## config.mk

```make
export PLATFORM = sky130hd
export DESIGN_NAME = pcm_dsp_shifter
export DESIGN_NICKNAME = d
export VERILOG_FILES = /design/src/rtl/pcm_shift_pkg.sv /design/src/rtl/pcm_run_ctrl.sv /design/src/rtl/pcm_slot_track.sv /design/src/rtl/pcm_tx_lane.sv /design/src/rtl/pcm_rx_lane.sv /design/src/rtl/pcm_dsp_shifter.sv
export SDC_FILE = /design/constraint.sdc
export NUM_CORES = 1
export LEC_CHECK = 0
export CAP_MARGIN = 10
export CORE_ASPECT_RATIO = 1.75
export CORE_MARGIN = 2
export CORE_UTILIZATION = 57
export CTS_CLUSTER_SIZE = 28
export DETAILED_ROUTE_END_ITERATION = 7
export PLACE_DENSITY = 0.81
export SLEW_MARGIN = 10
export SYNTH_ARGS = -nofsm -noshare
export SYNTH_HDL_FRONTEND = slang
export SYNTH_SLANG_ARGS = --single-unit
export TNS_END_PERCENT = 20
```

## constraint.sdc

```tcl
create_clock -name clk -period 6.45 [get_ports clk]
set_input_delay 1.29 -clock clk [delete_from_list [all_inputs] [get_ports clk]]
set_output_delay 1.29 -clock clk [all_outputs]
set_load 0.05 [all_outputs]
```

## src/rtl/pcm_shift_pkg.sv

```systemverilog
package pcm_shift_pkg;

  // Per-direction position of the current bit clock within the frame
  typedef struct packed {
    logic in_data;     // bit belongs to one of the channel word slots
    logic word_start;  // first (MSB) bit of a word slot
    logic word_last;   // last (LSB) bit of a word slot
  } slot_t;

endpackage

```

## src/rtl/pcm_run_ctrl.sv

```systemverilog
module pcm_run_ctrl (
  input  logic clk,
  input  logic rst,
  input  logic tx_start,
  input  logic tx_stop,
  input  logic rx_start,
  input  logic rx_stop,
  output logic port_en,
  output logic tx_run,
  output logic rx_run
);

  logic tx_nx, rx_nx, en_nx;

  always_comb begin
    tx_nx = tx_start ? 1'b1 : (tx_stop ? 1'b0 : tx_run);
    rx_nx = rx_start ? 1'b1 : (rx_stop ? 1'b0 : rx_run);
    en_nx = port_en;
    if (tx_start || rx_start)
      en_nx = 1'b1;
    else if ((tx_stop || rx_stop) && !tx_nx && !rx_nx)
      en_nx = 1'b0;
  end

  always_ff @(posedge clk) begin
    if (rst) begin
      port_en <= 1'b0;
      tx_run  <= 1'b0;
      rx_run  <= 1'b0;
    end else begin
      port_en <= en_nx;
      tx_run  <= tx_nx;
      rx_run  <= rx_nx;
    end
  end


  en_covers_run_chk: assert property (@(posedge clk) disable iff (rst)
    (tx_run || rx_run) |-> port_en);


  en_drop_chk: assert property (@(posedge clk) disable iff (rst)
    $fell(port_en) |-> (!tx_run && !rx_run));


  start_sets_chk: assert property (@(posedge clk) disable iff (rst)
    tx_start |=> (tx_run && port_en));

endmodule

```

## src/rtl/pcm_slot_track.sv

```systemverilog
module pcm_slot_track
  import pcm_shift_pkg::*;
#(
  parameter int SAMPLE_W = 16,
  parameter int CHANS    = 2,
  parameter int POS_W    = 8
) (
  input  logic  clk,
  input  logic  rst,
  input  logic  run,
  input  logic  drive_tick,
  input  logic  sync_mark,
  input  logic  late,
  output slot_t slot
);

  localparam int DATA_BITS = SAMPLE_W * CHANS;
  localparam int BIT_W     = $clog2(SAMPLE_W);

  logic [POS_W-1:0] pos;
  logic [POS_W-1:0] idx;
  logic             late_q;
  logic             armed;

  always_ff @(posedge clk) begin
    if (rst) begin
      pos    <= '0;
      late_q <= 1'b0;
      armed  <= 1'b0;
    end else if (!run) begin
      pos    <= '0;
      armed  <= 1'b0;
    end else if (drive_tick) begin
      if (sync_mark) begin
        pos    <= '0;
        late_q <= late;
        armed  <= 1'b1;
      end else if (armed && (pos != {POS_W{1'b1}})) begin
        pos <= pos + 1'b1;
      end
    end
  end

  assign idx = pos - POS_W'(late_q);

  always_comb begin
    slot.in_data    = armed && (pos >= POS_W'(late_q)) && (idx < POS_W'(DATA_BITS));
    slot.word_start = slot.in_data && (idx[BIT_W-1:0] == '0);
    slot.word_last  = slot.in_data && (idx[BIT_W-1:0] == {BIT_W{1'b1}});
  end


  arm_at_sync_chk: assert property (@(posedge clk) disable iff (rst)
    $rose(armed) |-> $past(run && drive_tick && sync_mark));


  start_last_excl_chk: assert property (@(posedge clk) disable iff (rst)
    !(slot.word_start && slot.word_last));

endmodule

```

## src/rtl/pcm_tx_lane.sv

```systemverilog
module pcm_tx_lane
  import pcm_shift_pkg::*;
#(
  parameter int SAMPLE_W = 16
) (
  input  logic                clk,
  input  logic                rst,
  input  logic                run,
  input  logic                drive_tick,
  input  slot_t               slot,
  input  logic [SAMPLE_W-1:0] tx_word,
  input  logic                tx_avail,
  output logic                tx_pop,
  output logic                tx_starve,
  output logic                sdo
);

  logic [SAMPLE_W-1:0] shreg;
  logic                tick_q;

  // Wait one clock after the drive tick so the slot tracker has moved
  always_ff @(posedge clk) begin
    if (rst) tick_q <= 1'b0;
    else     tick_q <= drive_tick;
  end

  always_ff @(posedge clk) begin
    if (rst) begin
      sdo       <= 1'b0;
      shreg     <= '0;
      tx_pop    <= 1'b0;
      tx_starve <= 1'b0;
    end else begin
      tx_pop    <= 1'b0;
      tx_starve <= 1'b0;
      if (!run) begin
        sdo   <= 1'b0;
        shreg <= '0;
      end else if (tick_q) begin
        if (!slot.in_data) begin
          sdo <= 1'b0;
        end else if (slot.word_start) begin
          if (tx_avail) begin
            sdo    <= tx_word[SAMPLE_W-1];
            shreg  <= {tx_word[SAMPLE_W-2:0], 1'b0};
            tx_pop <= 1'b1;
          end else begin
            sdo       <= 1'b0;
            shreg     <= '0;
            tx_starve <= 1'b1;
          end
        end else begin
          sdo   <= shreg[SAMPLE_W-1];
          shreg <= slot.word_last ? '0 : {shreg[SAMPLE_W-2:0], 1'b0};
        end
      end
    end
  end


  pop_starve_excl_chk: assert property (@(posedge clk) disable iff (rst)
    !(tx_pop && tx_starve));


  starve_on_empty_chk: assert property (@(posedge clk) disable iff (rst)
    tx_starve |-> $past(!tx_avail));


  tx_quiet_chk: assert property (@(posedge clk) disable iff (rst)
    !run |=> (!sdo && !tx_pop && !tx_starve));

endmodule

```

## src/rtl/pcm_rx_lane.sv

```systemverilog
module pcm_rx_lane
  import pcm_shift_pkg::*;
#(
  parameter int SAMPLE_W = 16
) (
  input  logic                clk,
  input  logic                rst,
  input  logic                run,
  input  logic                sample_tick,
  input  slot_t               slot,
  input  logic                sdi,
  input  logic                rx_room,
  output logic [SAMPLE_W-1:0] rx_word,
  output logic                rx_push,
  output logic                rx_overrun
);

  logic [SAMPLE_W-1:0] shreg;
  logic [SAMPLE_W-1:0] shifted;

  // A word start clears whatever the previous word left behind
  assign shifted = slot.word_start ? {{(SAMPLE_W-1){1'b0}}, sdi}
                                   : {shreg[SAMPLE_W-2:0], sdi};

  always_ff @(posedge clk) begin
    if (rst) begin
      shreg      <= '0;
      rx_word    <= '0;
      rx_push    <= 1'b0;
      rx_overrun <= 1'b0;
    end else begin
      rx_push    <= 1'b0;
      rx_overrun <= 1'b0;
      if (!run) begin
        shreg <= '0;
      end else if (sample_tick && slot.in_data) begin
        shreg <= shifted;
        if (slot.word_last) begin
          if (rx_room) begin
            rx_word <= shifted;
            rx_push <= 1'b1;
          end else begin
            rx_overrun <= 1'b1;
          end
        end
      end
    end
  end


  push_ovr_excl_chk: assert property (@(posedge clk) disable iff (rst)
    !(rx_push && rx_overrun));


  push_needs_room_chk: assert property (@(posedge clk) disable iff (rst)
    rx_push |-> $past(rx_room));


  rx_quiet_chk: assert property (@(posedge clk) disable iff (rst)
    !run |=> (!rx_push && !rx_overrun));

endmodule

```

## src/rtl/pcm_dsp_shifter.sv

```systemverilog
module pcm_dsp_shifter
  import pcm_shift_pkg::*;
#(
  parameter int SAMPLE_W = 16,
  parameter int CHANS    = 2,
  parameter int POS_W    = 8
) (
  input  logic                clk,
  input  logic                rst,
  input  logic                tx_start,
  input  logic                tx_stop,
  input  logic                rx_start,
  input  logic                rx_stop,
  input  logic                tx_late,
  input  logic                rx_late,
  input  logic                drive_tick,
  input  logic                sample_tick,
  input  logic                sync_mark,
  input  logic [SAMPLE_W-1:0] tx_word,
  input  logic                tx_avail,
  output logic                tx_pop,
  output logic                tx_starve,
  output logic                sdo,
  input  logic                sdi,
  input  logic                rx_room,
  output logic [SAMPLE_W-1:0] rx_word,
  output logic                rx_push,
  output logic                rx_overrun,
  output logic                port_en,
  output logic                tx_run,
  output logic                rx_run
);

  slot_t tx_slot, rx_slot;
  logic  tx_go, rx_go;

  assign tx_go = port_en && tx_run;
  assign rx_go = port_en && rx_run;

  pcm_run_ctrl u_ctrl (
    .clk(clk), .rst(rst),
    .tx_start(tx_start), .tx_stop(tx_stop),
    .rx_start(rx_start), .rx_stop(rx_stop),
    .port_en(port_en), .tx_run(tx_run), .rx_run(rx_run)
  );

  pcm_slot_track #(.SAMPLE_W(SAMPLE_W), .CHANS(CHANS), .POS_W(POS_W)) u_tx_track (
    .clk(clk), .rst(rst), .run(tx_go), .drive_tick(drive_tick),
    .sync_mark(sync_mark), .late(tx_late), .slot(tx_slot)
  );

  pcm_slot_track #(.SAMPLE_W(SAMPLE_W), .CHANS(CHANS), .POS_W(POS_W)) u_rx_track (
    .clk(clk), .rst(rst), .run(rx_go), .drive_tick(drive_tick),
    .sync_mark(sync_mark), .late(rx_late), .slot(rx_slot)
  );

  pcm_tx_lane #(.SAMPLE_W(SAMPLE_W)) u_tx (
    .clk(clk), .rst(rst), .run(tx_go), .drive_tick(drive_tick),
    .slot(tx_slot), .tx_word(tx_word), .tx_avail(tx_avail),
    .tx_pop(tx_pop), .tx_starve(tx_starve), .sdo(sdo)
  );

  pcm_rx_lane #(.SAMPLE_W(SAMPLE_W)) u_rx (
    .clk(clk), .rst(rst), .run(rx_go), .sample_tick(sample_tick),
    .slot(rx_slot), .sdi(sdi), .rx_room(rx_room),
    .rx_word(rx_word), .rx_push(rx_push), .rx_overrun(rx_overrun)
  );

endmodule

```

Word level (Yosys, flattened, before mapping)
Index checks and enable logic that the tools add are counted.
{"block": "classes", "n_addsub": 4, "n_lt_le_gt_ge": 4, "eq_ne": 4, "n_mux": 21, "bitwise": 7, "reduce_logical": 35}
{"op": "2-to-1 mux 16 bit", "count": 4}
{"op": "2-to-1 mux 8 bit", "count": 4}
{"op": "adder 8 x 1 -> 8 bit (second input constant)", "count": 2}
{"op": "greater-or-equal comparator 8 x 1 -> 1 bit", "count": 2}
{"op": "< comparator 8 x 6 -> 1 bit (second input constant)", "count": 2}
{"op": "!= test 8 bit (second input constant)", "count": 2}
{"op": "subtractor 8 x 1 -> 8 bit", "count": 2}
{"op": "logical AND 1 bit", "count": 15}
{"op": "2-to-1 mux 1 bit", "count": 13}
{"op": "equality test 4 bit (second input constant)", "count": 2}
{"op": "logical NOT 4 bit", "count": 2}
{"op": "AND reduction 2 bit", "count": 4}
{"op": "inverter 1 bit", "count": 7}
{"op": "AND reduction 3 bit", "count": 2}
{"op": "nonzero test 2 bit", "count": 3}
{"op": "OR reduction 5 bit", "count": 1}
{"op": "AND reduction 4 bit", "count": 1}
{"op": "OR reduction 2 bit", "count": 2}
{"op": "OR reduction 4 bit", "count": 1}
{"op": "logical NOT 1 bit", "count": 2}
{"op": "logical OR 1 bit", "count": 2}
{"block": "totals", "register_bits": 76, "inputBits": 30, "output_inout_bits": 24, "elab_cells": 93}

Longest topological paths before layout
{"block": "logic_depth", "depth_word": 7, "depth_mapped": 10, "ltp_nobuf": 8}

Hierarchy
From an unflattened synthesis, not the netlist that was laid out.
{"block": "unflattened", "hier_cells": 408, "area_unflattened_um2": 3677.3}
{"module": "pcm_rx_lane", "n_inst": 1, "cells_each": 151, "area_per_inst_um2": 1367.6, "seq_area_each_um2": 660.6}
{"module": "pcm_slot_track", "n_inst": 2, "cells_each": 78, "area_per_inst_um2": 668.1, "seq_area_each_um2": 200.2}
{"module": "pcm_tx_lane", "n_inst": 1, "cells_each": 85, "area_per_inst_um2": 844.6, "seq_area_each_um2": 380.4}
{"module": "pcm_run_ctrl", "n_inst": 1, "cells_each": 14, "area_per_inst_um2": 116.4, "seq_area_each_um2": 60.1}
{"module": "pcm_dsp_shifter", "n_inst": 1, "cells_each": 2, "area_per_inst_um2": 12.5, "seq_area_each_um2": 0.0}

Worst setup path after synthesis
No wires, ideal clock.
{"block": "synth_path", "path_type": "in2reg", "from": "in sample_tick", "to": "reg u_rx.rx_word[12]", "setup_time_ns": 0.070, "arrival_time_ns": 2.593, "required_time_ns": 6.380, "setup_slack_ns": 3.787, "cell_stages": 6, "path_buffers": 2, "path_cell_list": "clkbuf_1 and3_1 nand3_1 buf_2 or3b_2 o2bb2ai_1"}
{"block": "synth_between", "elab_chain_cells": 2}
{"element": "from (decl)", "line": "pcm_dsp_shifter.sv:17", "text": "input logic sample_tick,"}
{"element": "logical AND 1 bit", "line": "pcm_rx_lane.sv:36", "text": "end else if (sample_tick && slot.in_data) begin"}
{"element": "AND reduction 4 bit (no source line)"}
{"element": "to (signal assigned)", "line": "pcm_rx_lane.sv:40", "text": "rx_word <= shifted;"}
{"element": "to (decl)", "line": "pcm_rx_lane.sv:13", "text": "output logic [SAMPLE_W-1:0] rx_word,"}
No other way between the ends.
A chain may end at the register's enable or synchronous reset.

Final worst setup path
{"block": "layout_path", "from": "in sample_tick", "to": "reg u_rx.rx_word[3]"}
Same word-level chain as after synthesis.

==> results.json <==
{
  "cts_tree": "built",
  "routedWlPerCell_um": 15.9,
  "rsz0062_at_grt": "false",
  "nNetsFinal": 459,
  "viasPerCell": 5.99,
  "dieArea_um2": 6640,
  "arrival_ps": 4080,
  "report.final.slew_viol_count": 0,
  "power_density_nw_per_um2": 207,
  "clkPwrFrac_pct": 38.0,
  "swShare_pct": 23.4,
  "cts_buffers": 9,
  "min_period_ps": 3800,
  "status": "complete, no violations",
  "synth_top_cells_by_count": "75 x dfxtp_1, 38 x a21oi_1, 32 x nor2_1",
  "crit_type": "input port to flip-flop",
  "grt_max_degree": 23,
  "peakVddDrop_v": 0.000147,
  "power_frac_comb_pct": 6.8,
  "core-area_um2": 5830,
  "synth_top_flop_cell": "dfxtp_1",
  "finalSetupViolCount": 0,
  "power.switching_uw": 198,
  "first_pass_iters": 5,
  "post-route-period-util_pct": 58.9,
  "track_usage_pct": 26.2,
  "netlist.area_leader.share_pct": 44.0,
  "synth.net_count": 420,
  "postCtsSetupRepairBufs": 0,
  "grt_pass1_wl_um": 14000,
  "final-hold-violation-count": 0,
  "cts_root_buf": "clkbuf_8",
  "wl_um": 8050,
  "drc": 0,
  "synth_area_um2": 3410,
  "die_y_um": 106,
  "cts_resized": 0,
  "htree_levels": 3,
  "synth_seq_area_share_pct": 44.0,
  "leakagePower_uw": 0.00131,
  "fin_util_pct": 70.1,
  "cp_data_required_time_ps": 6730,
  "hp-class": "flip-flop to flip-flop",
  "place_congestion": 0.835,
  "power_frac_seq_pct": 55.2,
  "yosys.area.top_type": "dfxtp_1",
  "fmax_mhz": 263,
  "clk_pin_slew_ps": 70,
  "cap_viol_max_count": 0,
  "fin_setup_tns_ps": 0,
  "synthToLayoutAreaGrowth_pct": 19.9,
  "drive_gt1_share_pct": 5.85,
  "port_buffers": 53,
  "antenna_found_initial": 0,
  "insertion_delay_ps": 340,
  "async_reset_ff_share_pct": 0,
  "grt-ovfl-total": 0,
  "worst_pin_slew_ps": 1070,
  "row_count": 37,
  "cts_buffer_depth": 2,
  "die_w_um": 62.5,
  "start_util_pct": 58.5,
  "cts_sinks": 75,
  "grt_pass1_vias": 3040,
  "hold_buffers": 0,
  "final_antenna_net_count": 0,
  "diodes": 0,
  "fin_skew_ps": 10.3,
  "boundaryPins": 54,
  "critPathLaunchType": "input port",
  "cp_max_fo": 20,
  "via_count": 3023,
  "synth_area_per_cell_um2": 8.88,
  "syn-instance-count": 384,
  "synth_edf_count": 0,
  "dp_hpwl_um": 5890,
  "ys_ff_latch": 75,
  "yosys_warnings": 0,
  "yosysMostFrequentCell": "dfxtp_1",
  "endpoint_kind": "flip-flop",
  "synth_area_leaders": "dfxtp_1 44%, a21oi_1 5.6%, nand4_1 4.4%",
  "drtIter0Drc": 139,
  "slew-limit-headroom_pct": 28.4,
  "ys_types": 51,
  "intPower_uw": 649
}
-- critical path, cell delays in order --
cell             delay [ps]
clkdlybuf4s50_1         900
and3_1                  260
nand3_1                 540
nor4_4                  830
a22o_1                  250
-- per-layer routing --
metal,vias to the layer above,GRT usage [%],wire length (µm)
li1,1489,-,-
met1,1429,26.8,3070
met2,96,50.2,4480
met3,9,5.61,387
met4,0,11.0,107
met5,-,0,0
-- final timing paths --
kind,startpoint,to,slack [ps],cells after the start
worst min register to register,u_rx.rx_word[12],u_rx.rx_word[12],470,1
worst max-delay path,sample_tick,u_rx.rx_word[3],2650,5
worst min-delay path,u_rx.rx_word[12],u_rx.rx_word[12],470,1
worst max register to register,u_rx_track.pos[0],u_rx.rx_word[3],3360,8
-- layout make-up --
class,instances,area [µm²]
Clock buffer,11,151
Timing Repair Buffer,54,538
Clock inverter,4,26.3
Sequential cell,75,1500
Multi-Input combinational cell,272,1730
Tap cell,78,97.6
Fill cell,486,1740
Inverter,11,41.3
-- stage by stage --
step | cells | hold slack [ps] | worst slack [ps] | instance area (µm²) | power, µW
4_1_cts | 505 | 468 | 2690 | 4090 | 854
5_1_grt | 505 | 489 | 2480 | 4090 | 877
6_report | 505 | 471 | 2650 | 4090 | 847
3_3_place_gp | 490 | 438 | 2460 | 3910 | 534
2_1_floorplan | 384 | 432 | 3790 | 3410 | 508
3_5_place_dp | 490 | 456 | 2360 | 3910 | 535
-- registers in the layout (all words and copies together) (netlist names), 8 cells and up --
signal,count
u_rx.rx_word,16
u_rx.shreg,15
u_rx_track.pos,8
u_tx.shreg,15
u_tx_track.pos,8
-- cells by family (layout without fill, tap and decap cells) --
family / after synthesis / after routing / share of synthesized area [%]
DFF: 75 / 75 / 44.0
xor gates and xnor gates: 14 / 14 / 3.60
muxes: 3 / 3 / 0.880
buffers and inverters: 37 / 80 / 5.14
and+or+nand+nor: 139 / 139 / 22.0
AOI/OAI and AO/OA: 110 / 110 / 22.2
adders and majority gates: 6 / 6 / 2.20
-- power by group through the flow --
stage               Clock, µW  Combinational, µW  Sequential [µW]
finish                    322               57.4              468
global route              347               63.0              468
global placement            0               55.8              478
CTS                       329               57.2              467
detailed placement          0               56.8              478
floorplan                   0               26.8              481
-- placed cells by master (no fill, tap or decap), types with 11 or more instances in the layout --
master / count
nand4_1: 24
a22o_1: 13
nor2_1: 32
dfxtp_1: 75
nand2_1: 26
a211oi_1: 14
clkdlybuf4s50_1: 53
a21oi_1: 38
clkbuf_8: 11
inv_1: 11
nand3_1: 11
a22oi_1: 16
(Power assumes the default switching activity.)
